===== src/rtl/slv_resp_pkg.sv =====
package slv_resp_pkg;
  localparam int BYTE_W  = 8;
  localparam int ADDR_W  = 3;
  localparam int CMD_POS = 7;
  localparam int FB_POS  = 7;

  typedef logic [BYTE_W-1:0] byte_t;
  typedef logic [ADDR_W-1:0] addr_t;

  function automatic byte_t make_reply(addr_t a, logic fb);
    byte_t r;
    r = '0;
    r[ADDR_W-1:0] = a;
    r[FB_POS] = fb;
    return r;
  endfunction
endpackage


===== src/rtl/slv_sync.sv =====
module slv_sync #(
  parameter int STAGES = 2
) (
  input  logic clk_i,
  input  logic rst_ni,
  input  logic d_i,
  output logic q_o
);
  logic [STAGES-1:0] q;

  generate
    for (genvar i = 0; i < STAGES; i++) begin : g_stage
      if (i == 0) begin : g_first
        always_ff @(posedge clk_i or negedge rst_ni)
          if (!rst_ni) q[0] <= 1'b0;
          else         q[0] <= d_i;
      end else begin : g_next
        always_ff @(posedge clk_i or negedge rst_ni)
          if (!rst_ni) q[i] <= 1'b0;
          else         q[i] <= q[i-1];
      end
    end
  endgenerate

  assign q_o = q[STAGES-1];
endmodule


===== src/rtl/slv_decode.sv =====
module slv_decode
  import slv_resp_pkg::*;
#(
  parameter addr_t NODE_ADDR = 3'd5
) (
  input  byte_t rx_data_i,
  output logic  hit_o,
  output logic  cmd_o
);
  // only the address field takes part in the compare
  assign hit_o = (rx_data_i[ADDR_W-1:0] == NODE_ADDR);
  assign cmd_o = rx_data_i[CMD_POS];
endmodule


===== src/rtl/slv_turn_timer.sv =====
module slv_turn_timer #(
  parameter int DELAY = 16
) (
  input  logic clk_i,
  input  logic rst_ni,
  input  logic accept_i,
  input  logic hit_i,
  output logic fire_o
);
  localparam int CW = (DELAY > 1) ? $clog2(DELAY) : 1;
  localparam logic [CW-1:0] LOAD = CW'(DELAY - 1);

  logic          pending_q;
  logic [CW-1:0] cnt_q;

  // a new byte always wins over a reply that is about to go out
  assign fire_o = pending_q && (cnt_q == '0) && !accept_i;

  always_ff @(posedge clk_i or negedge rst_ni) begin
    if (!rst_ni) begin
      pending_q <= 1'b0;
      cnt_q     <= '0;
    end else if (accept_i) begin
      pending_q <= hit_i;
      cnt_q     <= LOAD;
    end else if (pending_q) begin
      if (cnt_q == '0) pending_q <= 1'b0;
      else             cnt_q     <= cnt_q - 1'b1;
    end
  end
endmodule


===== src/rtl/slv_reply_reg.sv =====
module slv_reply_reg
  import slv_resp_pkg::*;
#(
  parameter addr_t NODE_ADDR = 3'd5
) (
  input  logic  clk_i,
  input  logic  rst_ni,
  input  logic  fire_i,
  input  logic  fb_i,
  output logic  send_o,
  output byte_t data_o
);
  always_ff @(posedge clk_i or negedge rst_ni) begin
    if (!rst_ni) begin
      send_o <= 1'b0;
      data_o <= '0;
    end else begin
      send_o <= fire_i;
      data_o <= fire_i ? make_reply(NODE_ADDR, fb_i) : '0;
    end
  end
endmodule


===== src/rtl/slv_bus_responder.sv =====
module slv_bus_responder
  import slv_resp_pkg::*;
#(
  parameter addr_t NODE_ADDR  = 3'd5,
  parameter int    BIT_CYCLES = 16,
  parameter int    GAP_BITS   = 1
) (
  input  logic       clk_i,
  input  logic       rst_ni,
  input  logic       rx_valid_i,
  input  logic [7:0] rx_data_i,
  input  logic       fb_i,
  output logic       tx_send_o,
  output logic [7:0] tx_data_o,
  output logic       out_o
);
  localparam int DELAY = BIT_CYCLES * GAP_BITS;

  logic hit, cmd, fire, fb_s;

  slv_sync #(.STAGES(2)) u_sync (
    .clk_i(clk_i), .rst_ni(rst_ni), .d_i(fb_i), .q_o(fb_s)
  );

  slv_decode #(.NODE_ADDR(NODE_ADDR)) u_dec (
    .rx_data_i(rx_data_i), .hit_o(hit), .cmd_o(cmd)
  );

  slv_turn_timer #(.DELAY(DELAY)) u_tmr (
    .clk_i(clk_i), .rst_ni(rst_ni), .accept_i(rx_valid_i),
    .hit_i(hit), .fire_o(fire)
  );

  slv_reply_reg #(.NODE_ADDR(NODE_ADDR)) u_rep (
    .clk_i(clk_i), .rst_ni(rst_ni), .fire_i(fire), .fb_i(fb_s),
    .send_o(tx_send_o), .data_o(tx_data_o)
  );

  always_ff @(posedge clk_i or negedge rst_ni) begin
    if (!rst_ni)               out_o <= 1'b0;
    else if (rx_valid_i && hit) out_o <= cmd;
  end
endmodule


===== config.mk =====
export PLATFORM = sky130hd
export DESIGN_NAME = slv_bus_responder
export DESIGN_NICKNAME = d
export VERILOG_FILES = /design/src/rtl/slv_resp_pkg.sv /design/src/rtl/slv_sync.sv /design/src/rtl/slv_decode.sv /design/src/rtl/slv_turn_timer.sv /design/src/rtl/slv_reply_reg.sv /design/src/rtl/slv_bus_responder.sv
export SDC_FILE = /design/constraint.sdc
export NUM_CORES = 1
export LEC_CHECK = 0
export ABC_AREA = 1
export ABC_CLOCK_PERIOD_IN_PS = 1350
export CAP_MARGIN = 30
export CORE_AREA = 4 4 41 43
export CTS_CLUSTER_DIAMETER = 100
export DETAILED_ROUTE_END_ITERATION = 10
export DIE_AREA = 0 0 45 47
export DONT_BUFFER_PORTS = 1
export GPL_ROUTABILITY_DRIVEN = 0
export REMOVE_ABC_BUFFERS = 1
export SETUP_SLACK_MARGIN = 0.2
export SYNTH_ARGS = -nofsm -noshare
export SYNTH_HDL_FRONTEND = slang
export SYNTH_HIERARCHICAL = 1
export SYNTH_SLANG_ARGS = --single-unit

===== constraint.sdc =====
create_clock -name clk_i -period 1.35 [get_ports clk_i]
set_input_delay 0.135 -clock clk_i [delete_from_list [all_inputs] [get_ports clk_i]]
set_output_delay 0.135 -clock clk_i [all_outputs]
set_load 0.1 [all_outputs]

==> impl_metrics.csv, run 1 <==
group,metric,value,unit
power,p_leak,0.315,nW
clock_tree,htree_num_levels,1,
critical_path,cp-start-kind,"register",
placed_design,port_buffers,0,
sta,fin_setup_tns,0,ns
route,vias_per_cell,4.44,
power,ir_drop,0.678,mV
outcome,status,"complete, no violations",
critical_path,cp_common_cell,"nand2_4",
critical_path,crit_buf_inv,1,
critical_path,max_stage_delay,0.40,ns
sta,timing.final.crit_period,1.09,ns
floorplanning,fp.dieW,45,microns
critical_path,cpLargestDelayFamily,"flip-flops",
global_routing,gr-total-overflow,0,
layout,fill_cells,122,
sta,fmax,922,MHz
critical_path,worstPathRequired,1.51,ns
floorplanning,core,1300,sq um
global_routing,grt_pass1_vias,334,
clock_tree,clkLatencyLatePin,0.26,ns
sta,finalHoldViolCount,0,
layout,design_area,629,sq um
synthesis,ys_top_cells_by_area,"dfrtp_1 49%, nand2_1 13%, buf_4 12%, nand3_1 5.9%, nand2_4 4.4%",
global_routing,grt_usage,8.96,%
sta,rsz0062_at_grt,"no",
route,drt_iter0_drc,1,
critical_path,critPathSlowestCell,"dfrtp_1",
synthesis,yosysTopAreaCellShare,49.0,%
route,dr_total_vias,373,
power,p_per_area,1520,nW/um^2
critical_path,cp-end-kind,"register",
global_routing,antenna_found_initial,0,
route,wl,839,microns
clock_tree,clkTransAtPathRegs,0.08,ns
hold_path,hold_start,"rx_data_i[7]",
layout,fin_cells,84,
synthesis,synth_cell_types,14,
clock_tree,cts_tree,"built",
critical_path,worstSetupPathType,"reg2reg",
placed_design,hpwl,567,microns
power,fin_total_pwr,0.959,mW
clock_tree,ctsLongestPathBuffers,2,
sta,hold_ws,0.0147,ns
sta,fin_ws,0.265,ns
synthesis,ys_warn_count,6,
route,drcViolationCount,0,
sta,clock_skew,0.0121,ns
layout,fin_nets,83,
critical_path,arrival,1.25,ns
critical_path,startpoint,"u_tmr/cnt_q[1]",
layout,drive_gt1_share,30.4,%
synthesis,syn_inst,59,
layout,postLayoutCoreUtil,48.4,%
layout,area_growth,23.3,%
synthesis,ys_seq_elements,10,
critical_path,crit_path_cell_trace,"inv_2 -> ha_4 -> nand2_2 -> nand2_4 -> nand2_4 -> nand2_1 -> o21ai_2",
floorplanning,start_util,39.2,%
layout,layout_commonest_cell,"nand2_1",
clock_tree,cts-buffers-inserted,3,
route,first_pass_iters,4,
route,routedWlPerCell,9.99,microns
floorplanning,dieArea,2120,sq um
critical_path,r2r_start,"u_tmr/cnt_q[1]",
synthesis,synth_area,510,sq um
critical_path,crit_fanout,4,
synthesis,postSynthAreaPerCell,8.65,sq um
clock_tree,cts_root_buf,"clkbuf_4",
synthesis,yosysSeqAreaShare,49.0,%
synthesis,synth_top_cell_by_area,"dfrtp_1",
layout,antenna_cells,0,
clock_tree,cts_num_sinks,10,
floorplanning,die_height,47,microns
route,ant_nets,0,
placed_design,dpl_cell_area,520,sq um
floorplanning,io_pins,22,
hold_path,hold_class,"in2reg",
placed_design,pre_cts_ws,0.171,ns
global_routing,grt_max_degree,11,
critical_path,rrSetupSlack,0.26,ns
floorplanning,fp-row-count,13,
sta,period_share,80.4,%
placed_design,dp.cells,73,
layout,layout_common_cells,"18 x nand2_1, 9 x dfrtp_1, 6 x nand3_1, 6 x buf_4, 5 x conb_1",
run,max_cap_viol_count,0,
sta,report.final.slew_viol_count,0,
sta,setup_viol,0,
global_routing,grt_pass1_wl,1370,microns
area by class of cell:
cell class	count	area (sq um)	area share [%]
Sequential cell	10	251	40.0
Clock buffer	4	36.3	5.77
Tap cell	15	18.8	2.98
Timing Repair Buffer	10	95.1	15.1
Multi-Input combinational cell	40	209	33.2
Inverter	5	18.8	2.98
report_power, final:
| part | switching, mW | internal, mW | total [mW] |
|---|---|---|---|
| combinational | 0.207 | 0.119 | 0.326 |
| clock | 0.104 | 0.163 | 0.267 |
| sequential | 0.0290 | 0.337 | 0.366 |
metal layers:
metal  part of all wire [%]  vias up  track usage (%)  routed length (microns)
met5                      0        -                0                        0
met4                      0        0             5.26                        0
met3                     11        0             2.68                       95
met2                     45       18             14.4                      379
met1                     43      166             10.6                      364
li1                       -      189                -                        -
logic make-up after synthesis:
kind of cell               Yosys count  share of synthesized area, %
other                                1                         0.735
buffers and inverters               13                          15.4
DFF                                 10                          49.0
adders and majority gates            1                          2.45
AOI/OAI and AO/OA                    3                          3.67
and+or+nand+nor                     31                          28.7
registers in the layout, summed over array words and instances (netlist names):
| register | flops |
|---|---|
| u_sync/q | 1 |
| u_sync/q_o | 1 |
| u_tmr/pending_q | 1 |
| out_o | 1 |
| u_tmr/cnt_q | 4 |
| u_rep/data_o | 2 |
path summary, 6_finish.rpt:
path	endpoint	cells after the start
setup / recovery	u_tmr/cnt_q[1]	7
max in group asynchronous	u_rep/data_o[2]	1
setup reg to reg	u_tmr/cnt_q[1]	7
min in group asynchronous	u_tmr/cnt_q[0]	1
hold / removal	out_o	2
hold reg to reg	u_sync/q_o	0
cell usage after synthesis (all sizes together):
master / count
nand2: 21
dfrtp: 10
buf: 8
nand3: 6
inv: 5
nor2: 4
o21ai: 2
a21oi: 1
conb: 1
ha: 1
timing repair:
item	in CTS	in global routing
setup endpoints to repair	3	5
resized for setup	2	2
cloned	0	0
setup buffers	0	4
hold buffers	3	0
hold endpoints to repair	13	0
pin swaps	1	0
Power figures use the tool's default switching activity.
==> run 2, diff against run 1 <==
Settings changed: ABC_CLOCK_PERIOD_IN_PS 1350 to 1000.
Clock period 1.35 ns to 1 ns, I/O delays scaled along.
==> run 2 against run 1 <==
  * The run now ends with setup timing left
  * Wire length is 7.2% higher
  * Clock skew is 0.0058 ns lower
  * Sequential share of layout area is 5.2 points lower
  * Clock power is 34% higher
  * Sequential power is 35% higher
  * Cell count is 6.0% higher
  * Worst hold slack better by 0.054 ns
  * Register-to-register slack worse by 0.34 ns
  * Critical path depth stayed put
  * Via count is 7.2% higher
  * Critical path type unchanged
==> impl_metrics.csv, run 2 (synthesized netlist as in run 1, its figures left out) <==
group,metric,value,unit
route,wl_met2,426,microns
placed_design,port_buffers,0,
critical_path,critPathSlowestCell,"dfrtp_1",
layout,seq_area,251,sq um
sta,period_share,108,%
clock_tree,cts_tree,"built",
critical_path,crit_path_cell_trace,"inv_2 -> ha_4 -> nand2_4 -> nand2_4 -> nand2_4 -> nand2_2 -> nand2_2",
layout,largest_register,"u_tmr/cnt_q",
power,seqPwrFrac,35.6,%
critical_path,worstPathRequired,1.16,ns
clock_tree,ctsLongestPathBuffers,2,
power,power_switching,0.491,mW
clock_tree,cts_num_sinks,10,
outcome,violations,"setup timing",
route,drcViolationCount,0,
clock_tree,htree_num_levels,1,
sta,fmax,930,MHz
layout,antenna_cells,0,
route,highest_layer,"met4",
clock_tree,clkTransAtPathRegs,0.07,ns
global_routing,grt_max_degree,11,
route,wl_met1,359,microns
sta,fin_setup_tns,-0.343,ns
global_routing,gr-total-overflow,0,
floorplanning,fp.dieW,45,microns
layout,drive_gt1_share,41.9,%
critical_path,arrival,1.23,ns
critical_path,cp-end-kind,"register",
critical_path,startpoint,"u_tmr/cnt_q[0]",
clock_tree,cts-buffers-inserted,3,
critical_path,max_stage_delay,0.40,ns
power,ir_drop,1.05,mV
layout,largest_reg_flops,4,
clock_tree,clkLatencyLatePin,0.26,ns
route,wl,899,microns
critical_path,rrSetupSlack,-0.08,ns
power,switching_share,35.3,%
layout,postLayoutCoreUtil,55.6,%
critical_path,rr_worst_depth,7,
clock_tree,cts_root_buf,"clkbuf_4",
floorplanning,start_util,39.2,%
critical_path,cp-start-kind,"register",
route,first_pass_iters,4,
outcome,status,"finished, violations left",
layout,layout_commonest_cell,"nand2_1",
placed_design,hpwl,598,microns
layout,fin_nets,88,
route,routedWlPerCell,10.1,microns
route,wl_met3,92,microns
sta,finalHoldViolCount,0,
sta,report.final.slew_viol_count,0,
critical_path,rr_endpoint,"u_tmr/cnt_q[0]",
floorplanning,io_pins,22,
layout,top_regs,"u_tmr/cnt_q x4, u_rep/data_o x2",
layout,area_growth,41.7,%
critical_path,endpoint,"u_tmr/cnt_q[0]",
layout,multi_input_area,233,sq um
power,p_per_area,1920,nW/um^2
critical_path,crit_fanout,4,
power,pwr-share-clk,25.8,%
hold_path,min_delay_path_depth,4,
floorplanning,fp-row-count,13,
sta,setup_viol,6,
layout,fill_cells,112,
power,p_leak,0.366,nW
critical_path,r2r_start,"u_tmr/cnt_q[0]",
critical_path,worstSetupPathType,"reg2reg",
floorplanning,die_height,47,microns
floorplanning,dieArea,2120,sq um
global_routing,grt_pass1_wl,1280,microns
critical_path,cp_common_cell,"nand2_4",
route,dr_total_vias,400,
layout,layout_common_cells,"14 x nand2_1, 9 x dfrtp_1, 7 x buf_4",
route,ant_nets,0,
floorplanning,core,1300,sq um
sta,timing.final.crit_period,1.08,ns
route,drt_iter0_drc,9,
global_routing,grt_usage,9.11,%
global_routing,antenna_found_initial,0,
power,fin_total_pwr,1.39,mW
hold_path,hold_class,"in2reg",
run,max_cap_viol_count,0,
power,p_int,0.898,mW
sta,rsz0062_at_grt,"yes",
sta,fin_ws,-0.0753,ns
route,vias_per_cell,4.49,
sta,clock_skew,0.00633,ns
global_routing,grt_pass1_vias,328,
power,power_frac_comb,38.6,%
==> run 2: per-stage QoR <==
step / instance area [sq um] / instances / setup slack, ns / hold WS, ns
after floorplan: 465 / 55 / -1.17 / -0.196
after global placement: 583 / 78 / -0.108 / -0.195
after detailed placement: 583 / 78 / -0.129 / -0.195
after CTS: 702 / 88 / -0.0653 / 0.0601
after global routing: 723 / 89 / -0.124 / 0.0806
final: 723 / 89 / -0.0753 / 0.0685
==> run 2: final cells by class <==
cell class              instances  share of cell area (%)
clock buffers                   4                    5.02
inverters                       5                    2.60
multi-input cells              40                    32.2
flip-flops and latches         10                    34.8
well taps                      15                    2.60
repair buffers                 15                    22.8
==> run 2: worst min path at each step <==
stage	from	end	slack, ns
3_5_place_dp	rst_ni	u_tmr/pending_q	-0.20
5_1_grt	rx_data_i[0]	u_tmr/pending_q	0.08
2_1_floorplan	rst_ni	out_o	-0.20
3_3_place_gp	rst_ni	u_tmr/cnt_q[0]	-0.20
4_1_cts	rx_data_i[0]	u_tmr/pending_q	0.06
6_report	rx_data_i[0]	u_tmr/pending_q	0.07
==> run 2: worst max-delay path: cells and delay by family, from the launching register on <==
family | cells | cell delay (ns)
fa+ha+maj | 1 | 0.15
buf+inv | 1 | 0.08
flops | 1 | 0.40
simple gates | 5 | 0.34
==> run 2: what timing repair did <==
| action | CTS | global route |
|---|---|---|
| gates resized for setup | 8 | 5 |
| endpoints found under the hold margin | 14 | 0 |
| pin swaps | 3 | 2 |
| setup buffers | 1 | 1 |
| gates cloned | 0 | 0 |
| endpoints found under the setup margin | 12 | 13 |
| hold buffers | 5 | 0 |
==> run 2: power groups by stage <==
stage / logic (mW) / clock network (mW) / registers (mW)
after floorplan: 0.209 / 0 / 0.544
after global placement: 0.387 / 0 / 0.493
after detailed placement: 0.393 / 0 / 0.497
after CTS: 0.484 / 0.375 / 0.495
after global routing: 0.574 / 0.404 / 0.501
final: 0.536 / 0.358 / 0.495
==> run 2: layer usage <==
| metal | vias up | GRT usage [%] |
|---|---|---|
| li1 | 199 | - |
| met1 | 179 | 8.92 |
| met2 | 18 | 13.6 |
| met3 | 4 | 4.60 |
| met4 | 0 | 9.36 |
| met5 | - | 0 |
